File: config.mk
export PLATFORM = sky130hd
export DESIGN_NAME = ide_port_decoder
export DESIGN_NICKNAME = d
export VERILOG_FILES = /design/src/rtl/ide_dec_pkg.sv /design/src/rtl/ide_addr_decode.sv /design/src/rtl/ide_drive_shadow.sv /design/src/rtl/ide_timing_bank.sv /design/src/rtl/ide_port_decoder.sv
export SDC_FILE = /design/constraint.sdc
export NUM_CORES = 1
export LEC_CHECK = 0
export ABC_AREA = 0
export CAP_MARGIN = 20
export CORE_ASPECT_RATIO = 0.9
export CORE_MARGIN = 2
export CORE_UTILIZATION = 49
export DETAILED_ROUTE_END_ITERATION = 8
export PLACE_DENSITY = 0.84
export SLEW_MARGIN = 20
export SYNTH_ARGS = -nofsm -noshare
export SYNTH_HDL_FRONTEND = slang
export SYNTH_SLANG_ARGS = --single-unit
File: constraint.sdc
create_clock -name clk -period 4 [get_ports clk]
set_input_delay 0.8 -clock clk [delete_from_list [all_inputs] [get_ports clk]]
set_output_delay 0.8 -clock clk [all_outputs]
set_load 0.01 [all_outputs]
File: src/rtl/ide_dec_pkg.sv
package ide_dec_pkg;
    typedef enum logic [1:0] {
        CLS_NONE = 2'd0,
        CLS_CMD  = 2'd1,
        CLS_CTL  = 2'd2,
        CLS_FWD  = 2'd3
    } acc_cls_e;

    localparam logic [2:0] OFF_DATA    = 3'd0;
    localparam logic [2:0] OFF_DRVHEAD = 3'd6;
    localparam logic [2:0] OFF_ALTSTAT = 3'd2;
    localparam logic [2:0] OFF_LEGACY  = 3'd3;
endpackage

File: src/rtl/ide_addr_decode.sv
module ide_addr_decode
    import ide_dec_pkg::*;
(
    input  logic       chan_on,
    input  logic       ctrl,
    input  logic [2:0] off,
    output acc_cls_e   cls,
    output logic       is_data
);
    always_comb begin
        cls     = CLS_NONE;
        is_data = 1'b0;
        if (chan_on) begin
            if (!ctrl) begin
                cls     = CLS_CMD;
                is_data = (off == OFF_DATA);
            end else if (off == OFF_ALTSTAT) begin
                cls = CLS_CTL;
            end else if (off == OFF_LEGACY) begin
                cls = CLS_FWD;
            end
        end
    end
endmodule

File: src/rtl/ide_drive_shadow.sv
module ide_drive_shadow #(
    parameter int DATA_W  = 16,
    parameter int DRV_BIT = 4
) (
    input  logic              clk,
    input  logic              rst_n,
    input  logic              upd,
    input  logic [DATA_W-1:0] wdata,
    output logic              drv_q
);
    logic drv_d;

    always_comb begin
        drv_d = drv_q;
        if (upd) drv_d = wdata[DRV_BIT];
    end

    always_ff @(posedge clk) begin
        if (!rst_n) drv_q <= 1'b0;
        else        drv_q <= drv_d;
    end


    shadow_capture_chk: assert property (@(posedge clk) disable iff (!rst_n)
        ($past(rst_n) && $past(upd)) |-> (drv_q == $past(wdata[DRV_BIT])));


    shadow_hold_chk: assert property (@(posedge clk) disable iff (!rst_n)
        ($past(rst_n) && !$past(upd)) |-> $stable(drv_q));
endmodule

File: src/rtl/ide_timing_bank.sv
module ide_timing_bank #(
    parameter int              CYC_W      = 4,
    parameter logic [CYC_W-1:0] COMPAT_CYC = 4'd9
) (
    input  logic             clk,
    input  logic             rst_n,
    input  logic             cfg_we,
    input  logic             cfg_chan,
    input  logic             cfg_drive,
    input  logic             cfg_fast,
    input  logic [CYC_W-1:0] cfg_cycles,
    input  logic             rd_chan,
    input  logic             rd_drive,
    output logic             rd_fast,
    output logic [CYC_W-1:0] rd_cycles
);
    localparam int NPROF = 4;

    typedef struct packed {
        logic             fast;
        logic [CYC_W-1:0] cycles;
    } prof_t;

    prof_t prof_d [NPROF];
    prof_t prof_q [NPROF];

    logic [1:0] wr_idx;
    logic [1:0] rd_idx;
    assign wr_idx = {cfg_chan, cfg_drive};
    assign rd_idx = {rd_chan, rd_drive};

    always_comb begin
        for (int i = 0; i < NPROF; i++) prof_d[i] = prof_q[i];
        if (cfg_we) begin
            prof_d[wr_idx].fast   = cfg_fast;
            prof_d[wr_idx].cycles = cfg_cycles;
        end
    end

    generate
        for (genvar g = 0; g < NPROF; g++) begin : g_prof
            always_ff @(posedge clk) begin
                if (!rst_n) begin
                    prof_q[g].fast   <= 1'b0;
                    prof_q[g].cycles <= COMPAT_CYC;
                end else begin
                    prof_q[g] <= prof_d[g];
                end
            end
        end
    endgenerate

    assign rd_fast   = prof_q[rd_idx].fast;
    assign rd_cycles = prof_q[rd_idx].cycles;


    cfg_store_chk: assert property (@(posedge clk) disable iff (!rst_n)
        ($past(rst_n) && $past(cfg_we) && (rd_idx == $past(wr_idx)))
        |-> (rd_fast == $past(cfg_fast) && rd_cycles == $past(cfg_cycles)));
endmodule

File: src/rtl/ide_port_decoder.sv
module ide_port_decoder
    import ide_dec_pkg::*;
#(
    parameter int               DATA_W     = 16,
    parameter int               DRV_BIT    = 4,
    parameter int               CYC_W      = 4,
    parameter logic [CYC_W-1:0] COMPAT_CYC = 4'd9
) (
    input  logic              clk,
    input  logic              rst_n,
    input  logic [1:0]        chan_en,
    input  logic              cfg_we,
    input  logic              cfg_chan,
    input  logic              cfg_drive,
    input  logic              cfg_fast,
    input  logic [CYC_W-1:0]  cfg_cycles,
    input  logic              req_valid,
    input  logic              req_write,
    input  logic              req_chan,
    input  logic              req_ctrl,
    input  logic [2:0]        req_off,
    input  logic [DATA_W-1:0] req_wdata,
    output logic              rsp_valid,
    output logic              rsp_claim,
    output logic              rsp_ones,
    output logic              cs_cmd,
    output logic              cs_ctl,
    output logic              legacy_fwd,
    output logic              dev_chan,
    output logic [2:0]        dev_off,
    output logic              dev_wide,
    output logic              dev_drive,
    output logic              tim_fast,
    output logic [CYC_W-1:0]  tim_cycles
);
    localparam int NCHAN = 2;

    typedef struct packed {
        logic             valid;
        logic             claim;
        logic             ones;
        logic             cs_cmd;
        logic             cs_ctl;
        logic             fwd;
        logic             chan;
        logic [2:0]       off;
        logic             wide;
        logic             drive;
        logic             fast;
        logic [CYC_W-1:0] cycles;
    } rsp_t;

    rsp_t r_d, r_q;

    acc_cls_e   cls;
    logic       is_data;
    logic [NCHAN-1:0] drv_q;
    logic       sel_drive;
    logic       prof_fast;
    logic [CYC_W-1:0] prof_cycles;

    ide_addr_decode u_dec (
        .chan_on (chan_en[req_chan]),
        .ctrl    (req_ctrl),
        .off     (req_off),
        .cls     (cls),
        .is_data (is_data)
    );

    generate
        for (genvar c = 0; c < NCHAN; c++) begin : g_chan
            logic upd;
            assign upd = req_valid && req_write && chan_en[c] && (req_chan == c[0])
                         && !req_ctrl && (req_off == OFF_DRVHEAD);
            ide_drive_shadow #(.DATA_W(DATA_W), .DRV_BIT(DRV_BIT)) u_shadow (
                .clk   (clk),
                .rst_n (rst_n),
                .upd   (upd),
                .wdata (req_wdata),
                .drv_q (drv_q[c])
            );
        end
    endgenerate

    assign sel_drive = drv_q[req_chan];

    ide_timing_bank #(.CYC_W(CYC_W), .COMPAT_CYC(COMPAT_CYC)) u_bank (
        .clk        (clk),
        .rst_n      (rst_n),
        .cfg_we     (cfg_we),
        .cfg_chan   (cfg_chan),
        .cfg_drive  (cfg_drive),
        .cfg_fast   (cfg_fast),
        .cfg_cycles (cfg_cycles),
        .rd_chan    (req_chan),
        .rd_drive   (sel_drive),
        .rd_fast    (prof_fast),
        .rd_cycles  (prof_cycles)
    );

    always_comb begin
        r_d        = '0;
        r_d.valid  = req_valid;
        if (req_valid) begin
            r_d.chan   = req_chan;
            r_d.off    = req_off;
            r_d.drive  = sel_drive;
            r_d.claim  = (cls != CLS_NONE);
            r_d.ones   = (cls == CLS_NONE) && !req_write;
            r_d.cs_cmd = (cls == CLS_CMD);
            r_d.cs_ctl = (cls == CLS_CTL);
            r_d.fwd    = (cls == CLS_FWD);
            r_d.wide   = is_data;
            if (is_data) begin
                r_d.fast   = prof_fast;
                r_d.cycles = prof_cycles;
            end else if (cls == CLS_CMD || cls == CLS_CTL) begin
                r_d.cycles = COMPAT_CYC;
            end
        end
    end

    always_ff @(posedge clk) begin
        if (!rst_n) r_q <= '0;
        else        r_q <= r_d;
    end

    assign rsp_valid  = r_q.valid;
    assign rsp_claim  = r_q.claim;
    assign rsp_ones   = r_q.ones;
    assign cs_cmd     = r_q.cs_cmd;
    assign cs_ctl     = r_q.cs_ctl;
    assign legacy_fwd = r_q.fwd;
    assign dev_chan   = r_q.chan;
    assign dev_off    = r_q.off;
    assign dev_wide   = r_q.wide;
    assign dev_drive  = r_q.drive;
    assign tim_fast   = r_q.fast;
    assign tim_cycles = r_q.cycles;


    sel_onehot_chk: assert property (@(posedge clk) disable iff (!rst_n)
        $onehot0({cs_cmd, cs_ctl, legacy_fwd}));


    no_sel_unclaimed_chk: assert property (@(posedge clk) disable iff (!rst_n)
        !rsp_claim |-> (!cs_cmd && !cs_ctl && !legacy_fwd && !tim_fast));


    fast_data_only_chk: assert property (@(posedge clk) disable iff (!rst_n)
        tim_fast |-> (cs_cmd && dev_wide && dev_off == OFF_DATA));


    wide_cmd_only_chk: assert property (@(posedge clk) disable iff (!rst_n)
        dev_wide |-> (cs_cmd && dev_off == OFF_DATA));


    rsp_latency_chk: assert property (@(posedge clk) disable iff (!rst_n)
        ($past(rst_n) && $past(req_valid)) |-> rsp_valid);
endmodule

==> results_dict.tcl, run 1 <==
set metrics [dict create \
    fp-row-count 19 \
    critPathLaunch "req_chan" \
    die_x_um 64.59 \
    rr_endpoint "tim_cycles[3]" \
    start_util 0.5199 \
    cap_violations 0 \
    synthFlopType "dfxtp_1" \
    cts_buffers 5 \
    hold_violations 0 \
    worst_pin_slew_ns 0.4310 \
    p_leak_nw 0.8928 \
    reg2reg_setup_slack_ns 2.79 \
    hold_class "flop to flop" \
    max-vdd-ir-drop_uv 267.6 \
    die_h_um 58.53 \
    clockPowerShare 0.369 \
    maxSlewHeadroom 0.7123 \
    swShare 0.2251 \
    via_per_inst 5.288 \
    clock_sinks 39 \
    endpoint "tim_cycles[0]" \
    vias 1232 \
    wl_per_cell_um 14.15 \
    regArea_um2 790.8 \
    syn_nets 190 \
    synth.most_common_cell "dfxtp_1" \
    synth-edff-count 1 \
    path_cells "clkdlybuf4s50_1 > buf_4 > mux2i_1 > nor3b_2 > a21oi_1 > ha_1 > nand3_1 > a31o_2 > o21ai_0" \
    multi_input_area_um2 773.2 \
    drtPass1Iterations 4 \
    drc 0 \
    netlist_top_cells_area "dfxtp_1 (47%), mux2i_1 (18%), nor2b_1 (5.4%)" \
    power.internal_mw 0.6059 \
    switchingPower_mw 0.1760 \
    pwr-share-comb 0.111 \
    fill_cells 236 \
    drt_iter0_drc 38 \
    p_seq_frac 0.520 \
    setup_violations 0 \
    cts_tree "done" \
    postRouteAntennaNets 0 \
    ioPinCount 52 \
    placed_area_mm2 0.002007 \
    place_ws_ns 1.162 \
    port_buffers 36 \
    max_freq_mhz 389.7 \
    worstSetupEndpointType "flop" \
    h-tree-depth 2 \
    hpwl_um 2344 \
    hold_buffers 0 \
    drt_wl_total_um 3296 \
    drv_slew 0 \
    core_mm2 0.003114 \
    crit_path_max_fanout 14 \
    cellPowerDensity_mw_per_mm2 371.1 \
    p_total_mw 0.7819 \
    arrival_ns 2.74 \
    die_area_mm2 0.003780 \
    finalSetupTns_ns 0 \
    path_clk_slew_ns 0.07 \
    ys_types 31 \
    critPathKind "input port to flop" \
    finalWorstSetupSlack_ns 1.434 \
    rr_startpoint "g_chan[1].u_shadow.drv_q" \
    antenna_cells 0 \
    gp_routability_congestion 0.8525 \
    critPathMaxStageDelay_ns 0.46 \
    synthCells 152 \
    grt_use_total 0.2007 \
    period_minus_slack_ns 2.566 \
    rsz0062_at_grt "false" \
    grt_antenna_before_repair 0 \
    postCtsSetupRepairBufs 0 \
    synth-seq-area-share 0.4884 \
    grt_pass1_vias 1200 \
    crit_slowest_cell "clkdlybuf4s50_1" \
    worstSkewPairLatency_ns 0.29 \
    synth_top_area_frac 0.4699 \
    area_growth_pct 30.14 \
    grt_max_degree 33 \
    ff2ff_path_depth 3 \
    ys_warn_count 0 \
    grt_pass1_wl_um 5547 \
    cts_buffer_depth 2 \
    cts_resized 0 \
    synth_top_area_cell "dfxtp_1" \
    final_area_mm2 0.002107 \
    drive_gt1_frac 0.08901 \
    cts_root_buf "clkbuf_8" \
    nets 228 \
    ys_top_cells_by_count "dfxtp_1 (38), mux2i_1 (29), nand2_1 (16)" \
    async_flop_share 0 \
    critPathRequiredTime_ns 4.18 \
    status "finished clean" \
    worst_clock_skew_ns 0.003750 \
    synth.avg_cell_area_um2 10.65 \
    syn_area_mm2 0.001619 \
    grt-ovfl-total 0 \
    ys_seq_elements 39 \
    cp-start-kind "input port" \
    fin_crit_sh 0.6415 \
]
==> final cells by class <==
cell class | instances | area share
multi-input combinational | 102 | 0.3670
tap | 42 | 0.02494
sequential | 39 | 0.3753
timing repair buffer | 38 | 0.1781
clock buffer | 8 | 0.04751
inverter | 4 | 0.007126
==> stage by stage <==
stage	instances	util	hold slack (ns)
5_1_grt	233	0.6766	0.4972
3_3_place_gp	225	0.6444	0.4523
3_5_place_dp	225	0.6444	0.4627
2_1_floorplan	152	-	0.4408
6_report	233	0.6766	0.4738
4_1_cts	233	0.6766	0.4807
==> state kept, by name, indices dropped and copies added (netlist names) <==
| signal | count |
|---|---|
| cs_cmd | 1 |
| cs_ctl | 1 |
| dev_chan | 1 |
| dev_drive | 1 |
| dev_off | 3 |
| dev_wide | 1 |
| g_chan.u_shadow.drv_q | 2 |
| legacy_fwd | 1 |
| rsp_claim | 1 |
| rsp_ones | 1 |
| rsp_valid | 1 |
| tim_cycles | 4 |
| tim_fast | 1 |
| u_bank.prof_q | 20 |
==> power by group through the flow <==
stage               registers, mW  logic (mW)  clock network [mW]
finish                      0.407      0.0867               0.289
detailed placement          0.415      0.0862                   0
floorplan                   0.417      0.0417                   0
global route                0.407      0.0946               0.308
global placement            0.415      0.0839                   0
CTS                         0.407      0.0871               0.294
==> cell families (layout without fill, tap and decap cells) <==
family / after synthesis / in the layout / share of synthesized area
AO/OA/AOI/OAI: 13 / 13 / 0.05796
adder cells (fa/ha/maj): 3 / 3 / 0.02319
buffers and inverters: 11 / 50 / 0.03400
flip-flops: 39 / 39 / 0.4884
multiplexers: 32 / 32 / 0.2002
AND/OR/NAND/NOR: 54 / 54 / 0.1963
==> cells in the final DEF, fill, tap and decap left out <==
master	instances
o41ai_1	1
edfxtp_1	1
mux2i_1	29
nand2_1	16
clkdlybuf4s50_1	36
a211oi_1	6
nand4bb_1	1
nor3b_1	1
dfxtp_1	38
a21o_1	1
mux2_2	3
ha_1	3
nor4_1	1
o21ai_0	2
and2_1	1
nor2_1	4
o311ai_0	1
nand4_1	2
inv_1	4
nor3_1	2
nand3_1	2
nor3b_2	1
a21oi_1	1
clkbuf_1	1
clkbuf_8	7
nor3b_4	1
and3_1	6
nor2b_1	14
a31o_2	1
buf_4	2
nand3b_2	2
==> critical path: cells and delay by family <==
family	cells	cell delay [ns]
and+or+nand+nor	2	0.21
muxes	1	0.39
buffers and inverters	2	0.67
adders and majority gates	1	0.26
AOI/OAI and AO/OA	3	0.42
==> layer usage <==
| layer | part of all wire | global-route usage | up-vias |
|---|---|---|---|
| li1 | - | - | 607 |
| met1 | 0.45 | 0.2415 | 585 |
| met2 | 0.47 | 0.3214 | 28 |
| met3 | 0.041 | 0.04971 | 12 |
| met4 | 0.038 | 0.1368 | 0 |
| met5 | 0 | 0 | - |
==> worst min-delay path by stage <==
stage                                endpoint  cells past startpoint                 from
after CTS                 u_bank.prof_q[1][3]                      2  u_bank.prof_q[1][3]
after global placement    u_bank.prof_q[0][3]                      2  u_bank.prof_q[0][3]
after floorplan           u_bank.prof_q[0][0]                      2  u_bank.prof_q[0][0]
after detailed placement  u_bank.prof_q[1][3]                      2  u_bank.prof_q[1][3]
final                     u_bank.prof_q[1][3]                      2  u_bank.prof_q[1][3]
after global routing      u_bank.prof_q[0][3]                      2  u_bank.prof_q[0][3]
Note: power is estimated with default switching activity, not from simulation.
==> run 2: changes to the inputs <==
Settings changed: CORE_UTILIZATION 49 to 41, PLACE_DENSITY 0.84 to 0.75.
Clock period 4 ns to 2.3 ns, I/O delays scaled along.
==> run 2 against run 1 <==
Effect of this change:
- cell count grew 2.6%
- global-route usage shrank 3.4 points
- sequential cell count is the same
- die area grew 18%
- non-clock buffer count grew 2
- critical path depth shrank 1
- routed wire length is essentially flat
- critical path type unchanged
==> results_dict.tcl, run 2 (synthesis gave the netlist of run 1 again) <==
set metrics [dict create \
    ff2ff_path_depth 3 \
    critPathTopFamily "buffers and inverters" \
    status "finished clean" \
    drt_wl_total_um 3295 \
    die_x_um 70.24 \
    final_cell_mix "dfxtp_1 (38), clkdlybuf4s50_1 (36), mux2i_1 (29)" \
    wl_per_cell_um 13.79 \
    p_total_mw 1.405 \
    vias 1203 \
    final_area_mm2 0.002140 \
    start_util 0.4309 \
    crit_path_max_fanout 4 \
    hold_violations 0 \
    power.internal_mw 1.090 \
    die_area_mm2 0.004468 \
    max-vdd-ir-drop_uv 433.1 \
    fp-row-count 21 \
    worstSetupEndpointType "flop" \
    holdPathStages 2 \
    grt_pass1_vias 1196 \
    max_freq_mhz 502.2 \
    mostFrequentLayoutCell "dfxtp_1" \
    postRouteAntennaNets 0 \
    cts_resized 0 \
    path_clk_slew_ns 0.07 \
    cts_tree "done" \
    cp-start-kind "input port" \
    postCtsSetupRepairBufs 0 \
    cts_buffers 5 \
    setup_violations 0 \
    hold_class "flop to flop" \
    via_per_inst 5.033 \
    cts_root_buf "clkbuf_8" \
    clockPowerShare 0.387 \
    critPathKind "input port to flop" \
    placed_area_mm2 0.002027 \
    core_mm2 0.003757 \
    fin_crit_sh 0.8657 \
    nets 230 \
    critPathMaxStageDelay_ns 0.51 \
    drv_slew 0 \
    clock_sinks 39 \
    critPathRequiredTime_ns 2.48 \
    cap_violations 0 \
    hpwl_um 2426 \
    die_h_um 63.62 \
    largest_register_ffs 20 \
    gp_routability_congestion 0.7766 \
    maxSlewHeadroom 0.7141 \
    cellPowerDensity_mw_per_mm2 656.6 \
    h-tree-depth 2 \
    path_cells "clkdlybuf4s50_1 > mux2i_1 > nor3b_2 > a21oi_1 > ha_1 > nand3_1 > a31o_2 > o21ai_0" \
    area_growth_pct 32.15 \
    ioPinCount 52 \
    worstSkewPairLatency_ns 0.30 \
    port_buffers 36 \
    path_buf_inv 1 \
    grt_use_total 0.1669 \
    rsz0062_at_grt "false" \
    place_ws_ns -0.003163 \
    grt_max_degree 32 \
    p_seq_frac 0.503 \
    grt_pass1_wl_um 5699 \
    pwr-share-comb 0.109 \
    swShare 0.2242 \
    drt_iter0_drc 53 \
    grt_antenna_before_repair 0 \
    drtPass1Iterations 4 \
    cts_buffer_depth 2 \
    regMostFlops "u_bank.prof_q" \
    finalWorstSetupSlack_ns 0.3089 \
    antenna_cells 0 \
    arrival_ns 2.17 \
    period_minus_slack_ns 1.991 \
    switchingPower_mw 0.3150 \
    drive_gt1_frac 0.1036 \
    p_leak_nw 0.9100 \
    drc 0 \
    hold_buffers 0 \
    worst_clock_skew_ns 0.003936 \
    crit_slowest_cell "clkdlybuf4s50_1" \
    grt-ovfl-total 0 \
    crit_cells 8 \
    worst_pin_slew_ns 0.4283 \
]
## run 2: worst min-delay path, stage by stage (launching register included)
cell	delay [ns]
dfxtp_1	0.33
mux2i_1	0.06
nand2_1	0.05
## run 2: area by class of cell
type / instances / area (µm²)
clock inverters: 1 / 5.005
well taps: 46 / 57.56
multi-input cells: 102 / 773.2
fillers: 339 / 1618
repair buffers: 40 / 390.4
clock buffers: 7 / 107.6
flip-flops and latches: 39 / 790.8
inverters: 4 / 15.01
## run 2: path summary, 6_finish.rpt
check	startpoint	to	slack, ns
max	req_chan	tim_cycles[3]	0.31
min	u_bank.prof_q[0][3]	u_bank.prof_q[0][3]	0.48
max reg2reg	g_chan[0].u_shadow.drv_q	tim_cycles[3]	1.03
min reg2reg	u_bank.prof_q[0][3]	u_bank.prof_q[0][3]	0.48
## run 2: routing by layer
metal	vias to the layer above	GRT usage	wire [µm]
met5	-	0	0
met4	0	0.06731	36
met3	4	0.06720	158
met2	27	0.2736	1618
met1	556	0.1935	1481
li1	616	-	-
## run 2: metrics by stage
stage,hold slack (ns),utilization,TNS [ns],cells
global route,0.5168,0.5694,0,239
global placement,0.4544,0.5395,0,231
finish,0.4761,0.5694,0,239
CTS,0.4773,0.5694,0,239
detailed placement,0.4584,0.5395,-0.003163,231
floorplan,0.4408,-,0,152
## run 2: power groups by stage
| stage | Sequential, mW | Combinational, mW | Clock (mW) |
|---|---|---|---|
| finish | 0.707 | 0.154 | 0.544 |
| global route | 0.709 | 0.168 | 0.594 |
| detailed placement | 0.723 | 0.154 | 0 |
| CTS | 0.707 | 0.155 | 0.555 |
| global placement | 0.721 | 0.150 | 0 |
| floorplan | 0.725 | 0.0725 | 0 |
==> run 3: changes to the inputs <==
Settings changed: CORE_MARGIN 2 to 4.
==> run 3 against run 2 <==
Effect of this change:
- global-route usage decreased by 1.8 points
- combinational power hardly changed
- routed wire length rose by 2.9%
- sequential share of layout area is 0.22 points higher
- sequential power about the same
- count of clock-buffer cells in the layout is 1 higher
- maximum frequency down 0.95%
- final area shrank 0.58%
- critical path type unchanged
- register-to-register slack better by 0.04 ns
==> results_dict.tcl, run 3 (synthesis gave the netlist of run 1 again) <==
set metrics [dict create \
    via_per_inst 5.075 \
    rsz0062_at_grt "false" \
    grt_max_degree 32 \
    p_seq_frac 0.523 \
    utilization 0.5661 \
    cellPowerDensity_mw_per_mm2 635.4 \
    grt_use_total 0.1493 \
    cts_root_buf "clkbuf_8" \
    grt_pass1_vias 1198 \
    holdPathStages 2 \
    grt_pass1_wl_um 5499 \
    status "finished clean" \
    critPathRequiredTime_ns 2.47 \
    placed_area_mm2 0.002027 \
    cp-start-kind "input port" \
    fin_crit_sh 0.8740 \
    crit_path_max_fanout 4 \
    wl_per_cell_um 14.19 \
    max-vdd-ir-drop_uv 405.7 \
    rr_startpoint "g_chan[0].u_shadow.drv_q" \
    cap_violations 0 \
    grt_antenna_before_repair 0 \
    drv_slew 0 \
    cts_resized 0 \
    postCtsSetupRepairBufs 0 \
    critPathMaxStageDelay_ns 0.51 \
    swShare 0.2185 \
    drc 0 \
    critPathKind "input port to flop" \
    period_minus_slack_ns 2.010 \
    grt-ovfl-total 0 \
    drt_iter0_drc 48 \
    die_area_mm2 0.005020 \
    power.internal_mw 1.056 \
    area_growth_pct 31.38 \
    worst_clock_skew_ns 0.007721 \
    hpwl_um 2558 \
    clockPowerShare 0.363 \
    crit_slowest_cell "clkdlybuf4s50_1" \
    ioPinCount 52 \
    cts_tree "done" \
    switchingPower_mw 0.2953 \
    path_clk_slew_ns 0.07 \
    final_cell_mix "dfxtp_1 (38), clkdlybuf4s50_1 (36), mux2i_1 (29)" \
    die_x_um 74.24 \
    drt_wl_total_um 3391 \
    hold_buffers 0 \
    regMostFlops "u_bank.prof_q" \
    worstSetupEndpointType "flop" \
    postRouteAntennaNets 0 \
    hold_class "flop to flop" \
    clock_sinks 39 \
    min_to "u_bank.prof_q[0][3]" \
    core_mm2 0.003757 \
    p_leak_nw 0.9021 \
    worstSkewPairLatency_ns 0.28 \
    drive_gt1_frac 0.09845 \
    hold_violations 0 \
    pwr-share-comb 0.114 \
    arrival_ns 2.18 \
    fp-row-count 21 \
    worst_hold_startpoint "u_bank.prof_q[0][3]" \
    max_freq_mhz 497.5 \
    worst_pin_slew_ns 0.4440 \
    final_area_mm2 0.002127 \
    gp_routability_congestion 0.7551 \
    h-tree-depth 2 \
    reg2reg_setup_slack_ns 1.07 \
    path_cells "clkdlybuf4s50_1 > mux2i_1 > nor3b_2 > a21oi_1 > ha_1 > nand3_1 > a31o_2 > o21ai_0" \
    die_h_um 67.62 \
    vias 1213 \
    antenna_cells 0 \
    critPathLaunch "req_chan" \
    drtPass1Iterations 4 \
    cts_buffer_depth 2 \
    start_util 0.4309 \
    cts_buffers 5 \
    fin_cells 239 \
    largest_register_ffs 20 \
    maxSlewHeadroom 0.7037 \
    nets 230 \
    mostFrequentLayoutCell "dfxtp_1" \
    port_buffers 36 \
    rr_endpoint "tim_cycles[3]" \
    ff2ff_path_depth 3 \
    place_inst 231 \
    setup_violations 0 \
]
## run 3: cell types whose count changed in the layout (fill, tap and decap cells not counted), sizes merged
cell and delta:
clkbuf +1, clkinv -1
## run 3: power groups by stage
stage,clock network [mW],registers (mW),logic [mW]
6_report,0.491,0.707,0.154
5_1_grt,0.536,0.709,0.169
4_1_cts,0.507,0.707,0.155
3_5_place_dp,0,0.722,0.155
3_3_place_gp,0,0.721,0.150
2_1_floorplan,0,0.725,0.0725
## run 3: layout make-up
type	count	area, µm²
fill	331	1630
sequential	39	790.8
multi-input combinational	102	773.2
timing repair buffer	40	390.4
clock buffer	8	100.1
tap	46	57.56
inverter	4	15.01
## run 3: worst max-delay path, delay by kind of cell
family | cells | cell delay [ns]
compound gates | 3 | 0.39
buf+inv | 1 | 0.51
fa+ha+maj | 1 | 0.25
mux | 1 | 0.36
simple gates | 2 | 0.19
## run 3: how the worst max path moves through the flow
stage                     to  cells after the start  slack (ns)
2_1_floorplan  tim_cycles[3]                      8        0.55
5_1_grt        tim_cycles[0]                      8        0.14
4_1_cts        tim_cycles[0]                      8        0.30
6_report       tim_cycles[0]                      8        0.29
3_3_place_gp   tim_cycles[0]                      8        0.03
3_5_place_dp   tim_cycles[0]                      8      -0.002
## run 3: metrics by stage
step                total power, mW  worst slack, ns  hold slack (ns)   TNS [ns]
floorplan                    0.7971           0.5467           0.4408          0
global placement             0.8713          0.02511           0.4538          0
detailed placement           0.8774        -0.001559           0.4692  -0.001559
CTS                           1.369           0.3020           0.4879          0
global route                  1.414           0.1374           0.5258          0
finish                        1.352           0.2898           0.4831          0
## run 3: routing by layer
layer	global-route usage	up-vias	share of wire
met3	0.05952	4	0.051
li1	-	615	-
met2	0.2456	26	0.49
met5	0	-	0
met4	0.06222	0	0.013
met1	0.1729	568	0.44
